## src/rtl/isd_pkg.sv

```systemverilog
package isd_pkg;

  typedef enum logic [3:0] {
    CL_MOVRR = 4'd0,
    CL_MOVRI = 4'd1,
    CL_ADDLD = 4'd2,
    CL_ADDST = 4'd3,
    CL_DEC   = 4'd4,
    CL_JZ    = 4'd5,
    CL_JNZ   = 4'd6,
    CL_JS    = 4'd7,
    CL_JNS   = 4'd8,
    CL_JMP   = 4'd9,
    CL_BAD   = 4'd15
  } icls_e;

  localparam int IMM_W      = 32;
  localparam int IMM_BYTES  = IMM_W / 8;
  localparam logic [2:0] LEN_ONE  = 3'd1;
  localparam logic [2:0] LEN_TWO  = 3'd2;
  localparam logic [2:0] LEN_IMM  = 3'(1 + IMM_BYTES);

  function automatic logic is_jump(input logic [3:0] c);
    return (c >= 4'(CL_JZ)) && (c <= 4'(CL_JMP));
  endfunction

endpackage

```

## src/rtl/isd_opclass.sv

```systemverilog
module isd_opclass
  import isd_pkg::*;
(
  input  logic [7:0] lead,
  output logic [3:0] cls,
  output logic [2:0] len,
  output logic [2:0] dst
);

  always_comb begin
    cls = 4'(CL_BAD);
    len = LEN_ONE;
    dst = 3'd0;
    if (lead[7:3] == 5'b10111) begin
      cls = 4'(CL_MOVRI);
      len = LEN_IMM;
      dst = lead[2:0];
    end else if (lead[7:3] == 5'b01001) begin
      cls = 4'(CL_DEC);
      len = LEN_ONE;
      dst = lead[2:0];
    end else begin
      case (lead)
        8'h89: begin cls = 4'(CL_MOVRR); len = LEN_TWO; end
        8'h03: begin cls = 4'(CL_ADDLD); len = LEN_TWO; end
        8'h01: begin cls = 4'(CL_ADDST); len = LEN_TWO; end
        8'h74: begin cls = 4'(CL_JZ);    len = LEN_TWO; end
        8'h75: begin cls = 4'(CL_JNZ);   len = LEN_TWO; end
        8'h78: begin cls = 4'(CL_JS);    len = LEN_TWO; end
        8'h79: begin cls = 4'(CL_JNS);   len = LEN_TWO; end
        8'hEB: begin cls = 4'(CL_JMP);   len = LEN_TWO; end
        default: begin cls = 4'(CL_BAD); len = LEN_ONE; end
      endcase
    end
  end

endmodule

```

## src/rtl/isd_operand.sv

```systemverilog
module isd_operand
  import isd_pkg::*;
(
  input  logic [3:0]       cls,
  input  logic [7:0]       opnd,
  output logic [2:0]       src,
  output logic [2:0]       dst,
  output logic [IMM_W-1:0] imm,
  output logic             ok
);

  always_comb begin
    src = 3'd0;
    dst = 3'd0;
    imm = '0;
    ok  = 1'b1;
    if (cls == 4'(CL_MOVRR)) begin
      ok = (opnd[7:6] == 2'b11);
      if (ok) begin
        src = opnd[5:3];
        dst = opnd[2:0];
      end
    end else if (cls == 4'(CL_ADDLD)) begin
      ok = (opnd[7:6] == 2'b00);
      if (ok) begin
        dst = opnd[5:3];
        src = opnd[2:0];
      end
    end else if (cls == 4'(CL_ADDST)) begin
      ok = (opnd[7:6] == 2'b00);
      if (ok) begin
        src = opnd[5:3];
        dst = opnd[2:0];
      end
    end else if (is_jump(cls)) begin
      imm = {{(IMM_W-8){opnd[7]}}, opnd};
    end
  end

endmodule

```

## src/rtl/isd_collect.sv

```systemverilog
module isd_collect
  import isd_pkg::*;
#(
  parameter int OFF_W = 16
) (
  input  logic             clk,
  input  logic             rst_n,
  input  logic             take,
  input  logic [7:0]       in_byte,
  output logic             emit,
  output logic [3:0]       r_cls,
  output logic [2:0]       r_len,
  output logic [2:0]       r_src,
  output logic [2:0]       r_dst,
  output logic [IMM_W-1:0] r_imm,
  output logic [OFF_W-1:0] r_off
);

  logic             busy_q, busy_d;
  logic [2:0]       cnt_q, cnt_d;
  logic [3:0]       cls_q, cls_d;
  logic [2:0]       len_q, len_d;
  logic [2:0]       dst_q, dst_d;
  logic [IMM_W-1:0] imm_q, imm_d, imm_wr;
  logic [OFF_W-1:0] start_q, start_d, next_q, next_d;

  logic [3:0]       f_cls;
  logic [2:0]       f_len, f_dst;
  logic [2:0]       o_src, o_dst;
  logic [IMM_W-1:0] o_imm;
  logic             o_ok;
  logic             last;
  logic [IMM_BYTES-1:0] lane_we;

  isd_opclass u_opclass (
    .lead (in_byte),
    .cls  (f_cls),
    .len  (f_len),
    .dst  (f_dst)
  );

  isd_operand u_operand (
    .cls  (cls_q),
    .opnd (in_byte),
    .src  (o_src),
    .dst  (o_dst),
    .imm  (o_imm),
    .ok   (o_ok)
  );

  for (genvar g = 0; g < IMM_BYTES; g++) begin : g_lane
    assign lane_we[g] = take && busy_q && (cls_q == 4'(CL_MOVRI)) && (cnt_q == 3'(g + 1));
    assign imm_wr[8*g +: 8] = lane_we[g] ? in_byte : imm_q[8*g +: 8];
  end

  assign last = busy_q && (cnt_q == (len_q - 3'd1));

  always_comb begin
    busy_d  = busy_q;
    cnt_d   = cnt_q;
    cls_d   = cls_q;
    len_d   = len_q;
    dst_d   = dst_q;
    imm_d   = imm_q;
    start_d = start_q;
    next_d  = next_q;
    emit    = 1'b0;
    r_cls   = 4'(CL_BAD);
    r_len   = LEN_ONE;
    r_src   = 3'd0;
    r_dst   = 3'd0;
    r_imm   = '0;
    r_off   = start_q;
    if (take) begin
      if (!busy_q) begin
        if (f_len == LEN_ONE) begin
          emit   = 1'b1;
          r_cls  = f_cls;
          r_len  = LEN_ONE;
          r_dst  = f_dst;
          r_off  = next_q;
          next_d = next_q + OFF_W'(1);
        end else begin
          busy_d  = 1'b1;
          cnt_d   = 3'd1;
          cls_d   = f_cls;
          len_d   = f_len;
          dst_d   = f_dst;
          imm_d   = '0;
          start_d = next_q;
        end
      end else begin
        cnt_d = cnt_q + 3'd1;
        imm_d = imm_wr;
        if (cls_q == 4'(CL_MOVRI)) begin
          if (last) begin
            emit  = 1'b1;
            r_cls = cls_q;
            r_len = LEN_IMM;
            r_dst = dst_q;
            r_imm = imm_wr;
          end
        end else begin
          emit  = 1'b1;
          r_len = LEN_TWO;
          if (o_ok) begin
            r_cls = cls_q;
            r_src = o_src;
            r_dst = o_dst;
            r_imm = o_imm;
          end
        end
        if (emit) begin
          busy_d = 1'b0;
          next_d = next_q + OFF_W'(len_q);
        end
      end
    end
  end

  always_ff @(posedge clk or negedge rst_n) begin
    if (!rst_n) begin
      busy_q  <= 1'b0;
      cnt_q   <= 3'd0;
      cls_q   <= 4'(CL_BAD);
      len_q   <= LEN_ONE;
      dst_q   <= 3'd0;
      imm_q   <= '0;
      start_q <= '0;
      next_q  <= '0;
    end else if (take) begin
      busy_q  <= busy_d;
      cnt_q   <= cnt_d;
      cls_q   <= cls_d;
      len_q   <= len_d;
      dst_q   <= dst_d;
      imm_q   <= imm_d;
      start_q <= start_d;
      next_q  <= next_d;
    end
  end

endmodule

```

## src/rtl/insn_stream_decoder.sv

```systemverilog
module insn_stream_decoder
  import isd_pkg::*;
#(
  parameter int OFF_W = 16
) (
  input  logic             clk,
  input  logic             rst_n,
  input  logic             in_valid,
  input  logic [7:0]       in_byte,
  output logic             in_ready,
  output logic             out_valid,
  input  logic             out_ready,
  output logic [3:0]       out_class,
  output logic [2:0]       out_len,
  output logic [2:0]       out_src,
  output logic [2:0]       out_dst,
  output logic [31:0]      out_imm,
  output logic [OFF_W-1:0] out_offset
);

  localparam int SYNC_STAGES = 2;

  logic [SYNC_STAGES-1:0] rsync_q;
  logic                   rst_i_n;
  logic                   take, emit, ov_d;
  logic [3:0]             c_cls;
  logic [2:0]             c_len, c_src, c_dst;
  logic [IMM_W-1:0]       c_imm;
  logic [OFF_W-1:0]       c_off;

  always_ff @(posedge clk or negedge rst_n) begin
    if (!rst_n) rsync_q <= '0;
    else        rsync_q <= {rsync_q[SYNC_STAGES-2:0], 1'b1};
  end
  assign rst_i_n = rsync_q[SYNC_STAGES-1];

  assign in_ready = rst_i_n && (!out_valid || out_ready);
  assign take     = in_valid && in_ready;

  isd_collect #(.OFF_W(OFF_W)) u_collect (
    .clk     (clk),
    .rst_n   (rst_i_n),
    .take    (take),
    .in_byte (in_byte),
    .emit    (emit),
    .r_cls   (c_cls),
    .r_len   (c_len),
    .r_src   (c_src),
    .r_dst   (c_dst),
    .r_imm   (c_imm),
    .r_off   (c_off)
  );

  always_comb begin
    if (emit)           ov_d = 1'b1;
    else if (out_ready) ov_d = 1'b0;
    else                ov_d = out_valid;
  end

  always_ff @(posedge clk or negedge rst_i_n) begin
    if (!rst_i_n) out_valid <= 1'b0;
    else          out_valid <= ov_d;
  end

  always_ff @(posedge clk or negedge rst_i_n) begin
    if (!rst_i_n) begin
      out_class  <= 4'(CL_BAD);
      out_len    <= LEN_ONE;
      out_src    <= 3'd0;
      out_dst    <= 3'd0;
      out_imm    <= '0;
      out_offset <= '0;
    end else if (emit) begin
      out_class  <= c_cls;
      out_len    <= c_len;
      out_src    <= c_src;
      out_dst    <= c_dst;
      out_imm    <= c_imm;
      out_offset <= c_off;
    end
  end

endmodule

```

## config.mk

```make
export PLATFORM = sky130hd
export DESIGN_NAME = insn_stream_decoder
export DESIGN_NICKNAME = d
export VERILOG_FILES = /design/src/rtl/isd_pkg.sv /design/src/rtl/isd_opclass.sv /design/src/rtl/isd_operand.sv /design/src/rtl/isd_collect.sv /design/src/rtl/insn_stream_decoder.sv
export SDC_FILE = /design/constraint.sdc
export NUM_CORES = 1
export LEC_CHECK = 0
export ABC_AREA = 0
export ABC_CLOCK_PERIOD_IN_PS = 11600
export BUFFER_PORTS_ARGS = -buffer_cell sky130_fd_sc_hd__buf_2
export CELL_PAD_IN_SITES_DETAIL_PLACEMENT = 0
export CELL_PAD_IN_SITES_GLOBAL_PLACEMENT = 2
export CORE_AREA = 4 4 134 136
export CTS_CLUSTER_SIZE = 8
export DETAILED_ROUTE_END_ITERATION = 10
export DIE_AREA = 0 0 138 140
export GPL_TIMING_DRIVEN = 1
export PLACE_DENSITY = 0.95
export SYNTH_ARGS = -nofsm -noshare
export SYNTH_HDL_FRONTEND = slang
export SYNTH_SLANG_ARGS = --single-unit
```

## constraint.sdc

```tcl
create_clock -name clk -period 11.6 [get_ports clk]
set_input_delay 1.74 -clock clk [delete_from_list [all_inputs] [get_ports clk]]
set_output_delay 1.74 -clock clk [all_outputs]
set_load 0.01 [all_outputs]
```

; ---- Word level (Yosys, flattened, before mapping)
; Cells that the tools add are included.
[word_totals]
register_bits = 142
word_cells = 142
inputBits = 12
output_inout_bits = 63
[op_classes]
n_addsub = 4
bitwise = 2
n_reduce_logical = 20
eq_ne = 22
n_mux = 76
n_lt_le_gt_ge = 2
[ops]
columns = cell, count
row1 = 32-bit 2-to-1 mux, 11
row2 = 16-bit 2-to-1 mux, 6
row3 = 3-bit 2-to-1 mux, 29
row4 = 8-bit by 7-bit == test with 1-bit output (second input constant), 4
row5 = 4-bit 2-to-1 mux, 8
row6 = 8-bit 2-to-1 mux, 4
row7 = 4-bit case mux with 8 select lines, 1
row8 = 16-bit by 1-bit adder with 16-bit output (second input constant), 1
row9 = 16-bit by 3-bit adder with 16-bit output, 1
row10 = 8-bit == test (second input constant), 2
row11 = 1-bit 2-to-1 mux, 15
row12 = 1-bit logical AND, 10
row13 = 4-bit by 2-bit == test with 1-bit output (second input constant), 2
row14 = 8-bit by 1-bit == test with 1-bit output (second input constant), 1
row15 = 8-bit by 2-bit == test with 1-bit output (second input constant), 1
row16 = 8-bit OR reduction, 1
row17 = 3-bit by 1-bit == test with 1-bit output (second input constant), 2
row18 = 3-bit by 2-bit == test with 1-bit output (second input constant), 2
row19 = 3-bit AND reduction, 2
row20 = 5-bit by 4-bit == test with 1-bit output (second input constant), 1
row21 = 5-bit == test (second input constant), 1
row22 = 4-bit by 1-bit == test with 1-bit output (second input constant), 1
row23 = 4-bit by 3-bit greater-or-equal comparator with 1-bit output (second input constant), 1
row24 = 4-bit <= comparator (second input constant), 1
row25 = 15 further kinds, 18

; ---- Longest topological paths before layout
[depth]
ltp_word = 12
depth_mapped = 11
ltp_nobuf = 11

; ---- Modules after synthesis
; From an unflattened synthesis, not the netlist that was laid out.
[unflattened]
hier_cells = 666
area_unflattened_um2 = 7792.5
[by_module_without_submodules]
columns = mod, instances, cells_per_inst, area_each_um2, seq_area_each_um2
row1 = isd_collect, 1, 439, 4455.5, 1958.1
row2 = insn_stream_decoder, 1, 137, 2676.3, 1607.8
row3 = isd_operand, 1, 52, 387.9, 0.0
row4 = isd_opclass, 1, 38, 272.8, 0.0

; ---- Worst setup path before layout
; No wires, ideal clock.
[synth_path]
kind = reg-to-reg
from = reg rsync_q[1]
to = reg out_imm[24]
path_stages_with_launch = 6
path_buffers = 0
period_less_slack_ns = 5.698
path_slack_ns = 5.902
required_ns = 11.479
setup_ns = 0.121
arrival_ns = 5.577
path_cell_list = dfrtp_1 -> nand4_1 -> nor3_2 -> mux2i_1 -> nand2_1 -> a22o_1
[synth_between]
elab_chain_cells = 10
word_cells_on_any_way = 11
cone_classes = 6 x mux / 5 x reduce/logical
[synth_rtl]
columns = item, line_no
row1 = start: declaration, insn_stream_decoder.sv:23  ; logic [SYNC_STAGES-1:0] rsync_q;
row2 = start signal: assignment, insn_stream_decoder.sv:33  ; else rsync_q <= {rsync_q[SYNC_STAGES-2:0], 1'b1};
row3 = 1-bit logical AND (*), insn_stream_decoder.sv:37  ; assign in_ready = rst_i_n && (!out_valid || out_ready);
row4 = 1-bit logical AND (*), insn_stream_decoder.sv:38  ; assign take = in_valid && in_ready;
row5 = 1-bit logical AND (3 in series), isd_collect.sv:52  ; assign lane_we[g] = take && busy_q && (cls_q == 4'(CL_MOVRI)) && (cnt_q == 3'(g + 1));
row6 = 8-bit 2-to-1 mux, isd_collect.sv:53  ; assign imm_wr[8*g +: 8] = lane_we[g] ? in_byte : imm_q[8*g +: 8];
row7 = 32-bit 2-to-1 mux, isd_collect.sv:96  ; if (last) begin
row8 = 32-bit 2-to-1 mux, isd_collect.sv:95  ; if (cls_q == 4'(CL_MOVRI)) begin
row9 = 32-bit 2-to-1 mux, isd_collect.sv:75  ; if (!busy_q) begin
row10 = 32-bit 2-to-1 mux, isd_collect.sv:74  ; if (take) begin
row11 = end signal: assignment, insn_stream_decoder.sv:78  ; out_imm <= c_imm;
row12 = end: declaration, insn_stream_decoder.sv:17  ; output logic [31:0] out_imm,
; Every way passes the cells marked *; elsewhere a longest branch is shown, timed or not.
; A chain may end at the register's enable or synchronous reset.

; ---- Worst setup path in the final report
[layout_path]
from = in in_byte[3]
to = reg out_len[2]
[layout_between]
elab_chain_cells = 9
word_cells_on_any_way = 18
cone_classes = 11 x eq/ne / 6 x mux / 1 x reduce/logical
[layout_rtl]
columns = item, line_no
row1 = start: declaration, insn_stream_decoder.sv:9  ; input logic [7:0] in_byte,
row2 = 8-bit == test (tied with other cells), isd_opclass.sv:23  ; case (lead)
row3 = 8-bit OR reduction (no source line), -
row4 = 2-bit 2-to-1 mux, isd_opclass.sv:23
row5 = 2-bit 2-to-1 mux, isd_opclass.sv:18  ; end else if (lead[7:3] == 5'b01001) begin
row6 = 3-bit 2-to-1 mux (*), isd_opclass.sv:14  ; if (lead[7:3] == 5'b10111) begin
row7 = 3-bit by 1-bit == test with 1-bit output (*), isd_collect.sv:76  ; if (f_len == LEN_ONE) begin
row8 = 1-bit 2-to-1 mux (*), isd_collect.sv:76
row9 = 1-bit 2-to-1 mux (*), isd_collect.sv:75
row10 = 1-bit 2-to-1 mux (*), isd_collect.sv:74
row11 = end signal: assignment, insn_stream_decoder.sv:75  ; out_len <= c_len;
row12 = end: declaration, insn_stream_decoder.sv:14  ; output logic [2:0] out_len,
; Marked as above.

==> reports/results.tsv <==
metric	value	unit
drt total wl	16300	um
Post-synth EDFFs	0	
synthesis warning total	0	
Die X	138	um
Hold Violations, Final	0	
DRC errors left	0	
vias	5025	
die height	140	um
layout cells sized above 1	21.6	%
RSZ-0062 raised after global routing	no	
DP Worst Slack	7.05	ns
Hold WC Path Type	flop to asynchronous set/reset pin	
Synth-to-Final Area Change	16.8	%
CP max stage delay	0.58	ns
Critical R2R Launch	rsync_q[1]	
post-layout min period	4.12	ns
Antenna diodes	0	
CTS sink count	142	
Netlist cell types	67	
initial drt markers	446	
Leak	3.85	nW
Worst Setup End Kind	flop	
CP cell instances	buf_2, or4b_1, nor3_1, o31a_2, o21ba_2, buf_4, mux2_2	
Post-CTS Hold Buffers	0	
Post-DP HPWL	10700	um
clock edge transition at the registers on the reported setup and hold paths	0.06	ns
final net count	715	
Final Max Slew Viols	0	
Port Buf Inserts	74	
pin count of the biggest net entering global routing	56	
post-CTS sizing	0	
Ports	75	
Worst Hold Margin	0.348	ns
Layout Utilization	46.9	%
number of cells after detailed placement	899	
Async SR Flop Fraction	100	%
clock buffer depth	2	
total congestion overflow	0	
required time of the critical path	11.89	ns
pwr/cell area	216	nW/um^2
maxcap violations	0	
CP max FO	42	
final setup margin	7.48	ns
Initial Utilization	40.2	%
row cnt	48	
final count of negative-setup-slack endpoints	0	
postcts setup bufs	0	
Worst Path Arrival	4.42	ns
syn avg cell area	10.7	um^2
Fill cells	1611	
vias in the first global route	5160	
RD Place Congestion	0.856	
Worst R2R Setup Slack	8.42	ns
Synth Flop Type	dfrtp_1	
FF-to-FF End	out_imm[19]	
CTS H-tree depth	4	
status	finished, final reports clean	
Syn Inst Count	636	
clk_skew	0.00728	ns
GRT Util Overall	17.3	%
Worst-Margin Slew	1.17	ns
cts bufs inserted	17	
Worst setup SP type	primary input	
Slew HR	21.9	%
CORE AREA	16900	um^2
Total Neg Setup Slack	0	ns
first drt pass iteration count	5	
Peak VDD IR	0.137	mV
CP max stage cell	or4b_1	
vias per inst	5.40	
CTS tree	built	
Crit Path Category	primary input to flop	
final period utilization	35.5	%
Root Driver	clkbuf_16	
r2r worst-path depth	6	
initial antenna violation count	0	
first-pass GRT wire length	27400	um
register area share after synthesis	52.4	%
Synth Net Count	658	
final cell count without fillers	930	
f_max	0.243	GHz
worst skew pair latency	0.42	ns
DIE AREA	19300	um^2
Final ANT Viol Nets	0	
drt wl/cell	17.5	um
#FFs+latches synth	142	
Post-Syn Area	6800	um^2
layer usage:
metal	vias to the layer above	part of all wire [%]	track usage (%)	wire [um]
met4	0	1.6	5.20	259
met5	-	0	0	0
li1	2375	-	-	-
met1	2494	46	22.7	7450
met3	19	4.2	4.17	683
met2	137	48	28.7	7870
kinds of logic after synthesis:
| logic type | Yosys count | synth area share (%) |
|---|---|---|
| mux | 60 | 9.14 |
| xor+xnor | 18 | 2.52 |
| flops | 142 | 52.4 |
| other cells | 1 | 0.0551 |
| buf+inv | 62 | 4.12 |
| simple gates | 196 | 14.5 |
| fa+ha+maj | 10 | 1.95 |
| compound gates | 147 | 15.3 |
worst max-delay path by stage:
stage | start | to | slack [ns] | cells past startpoint
3_5_place_dp | in_byte[3] | out_len[2] | 7.05 | 7
2_1_floorplan | rsync_q[1] | out_imm[24] | 5.90 | 5
4_1_cts | in_byte[3] | out_len[2] | 7.50 | 7
6_report | in_byte[3] | out_len[2] | 7.48 | 7
3_3_place_gp | in_byte[3] | out_len[2] | 7.11 | 7
5_1_grt | in_byte[3] | out_len[2] | 7.33 | 7
critical path: cells and delay by family:
kind | cells | cell delay, ns
compound gates | 2 | 0.78
buf+inv | 2 | 0.75
mux | 1 | 0.39
simple gates | 2 | 0.73
stage by stage:
stage / area, um^2 / power [mW]
after floorplan: 6800 / 1.01
after global placement: 7340 / 1.15
after detailed placement: 7340 / 1.17
after CTS: 7940 / 1.73
after global routing: 7940 / 1.82
final: 7940 / 1.71
registers in the layout, indices dropped and copies added, names as in the netlist, 3 cells and up:
signal	cells
u_collect.dst_q	3
u_collect.cls_q	4
u_collect.len_q	3
out_src	3
u_collect.cnt_q	3
u_collect.next_q	16
u_collect.imm_q	32
out_imm	32
out_len	3
out_class	4
out_dst	3
out_offset	16
u_collect.start_q	16
cell type report:
class | instances | area (um^2) | area share, %
well taps | 225 | 282 | 3.54
clock inverters | 10 | 138 | 1.73
multi-input cells | 432 | 2980 | 37.5
clock buffers | 21 | 470 | 5.92
flip-flops and latches | 142 | 3570 | 44.9
inverters | 17 | 63.8 | 0.803
repair buffers | 83 | 438 | 5.51
power by group:
group          internal [mW]  switching, mW
clock network          0.353          0.202
registers              0.601         0.0927
logic                  0.191          0.273
cells in the mapped netlist, drive strengths merged (8+ instances only):
library cell  count  area, um^2
mux2             17         191
ha                9         113
buf              17         110
a21oi             9        45.0
dfstp            10         263
xor2             15         131
nor2             20        77.6
a22o             32         280
nand2           110         413
inv              17        63.8
nand3             8        40.0
clkbuf           28         106
nor3             12        65.1
o21ai            56         284
mux2i            43         430
dfrtp           132        3300
layout by cell type, fill, tap and decap left out, types with 8 or more instances in the layout:
cell type,count
mux2i_1,43
buf_2,74
xor2_1,15
buf_4,9
clkbuf_16,17
inv_1,17
mux2_2,12
a22o_1,32
nor3_1,11
nand3_1,8
nand2_1,110
o21ai_0,55
dfstp_2,10
a21oi_1,8
dfrtp_1,131
nor2_1,18
ha_1,9
(Power assumes the default switching activity.)
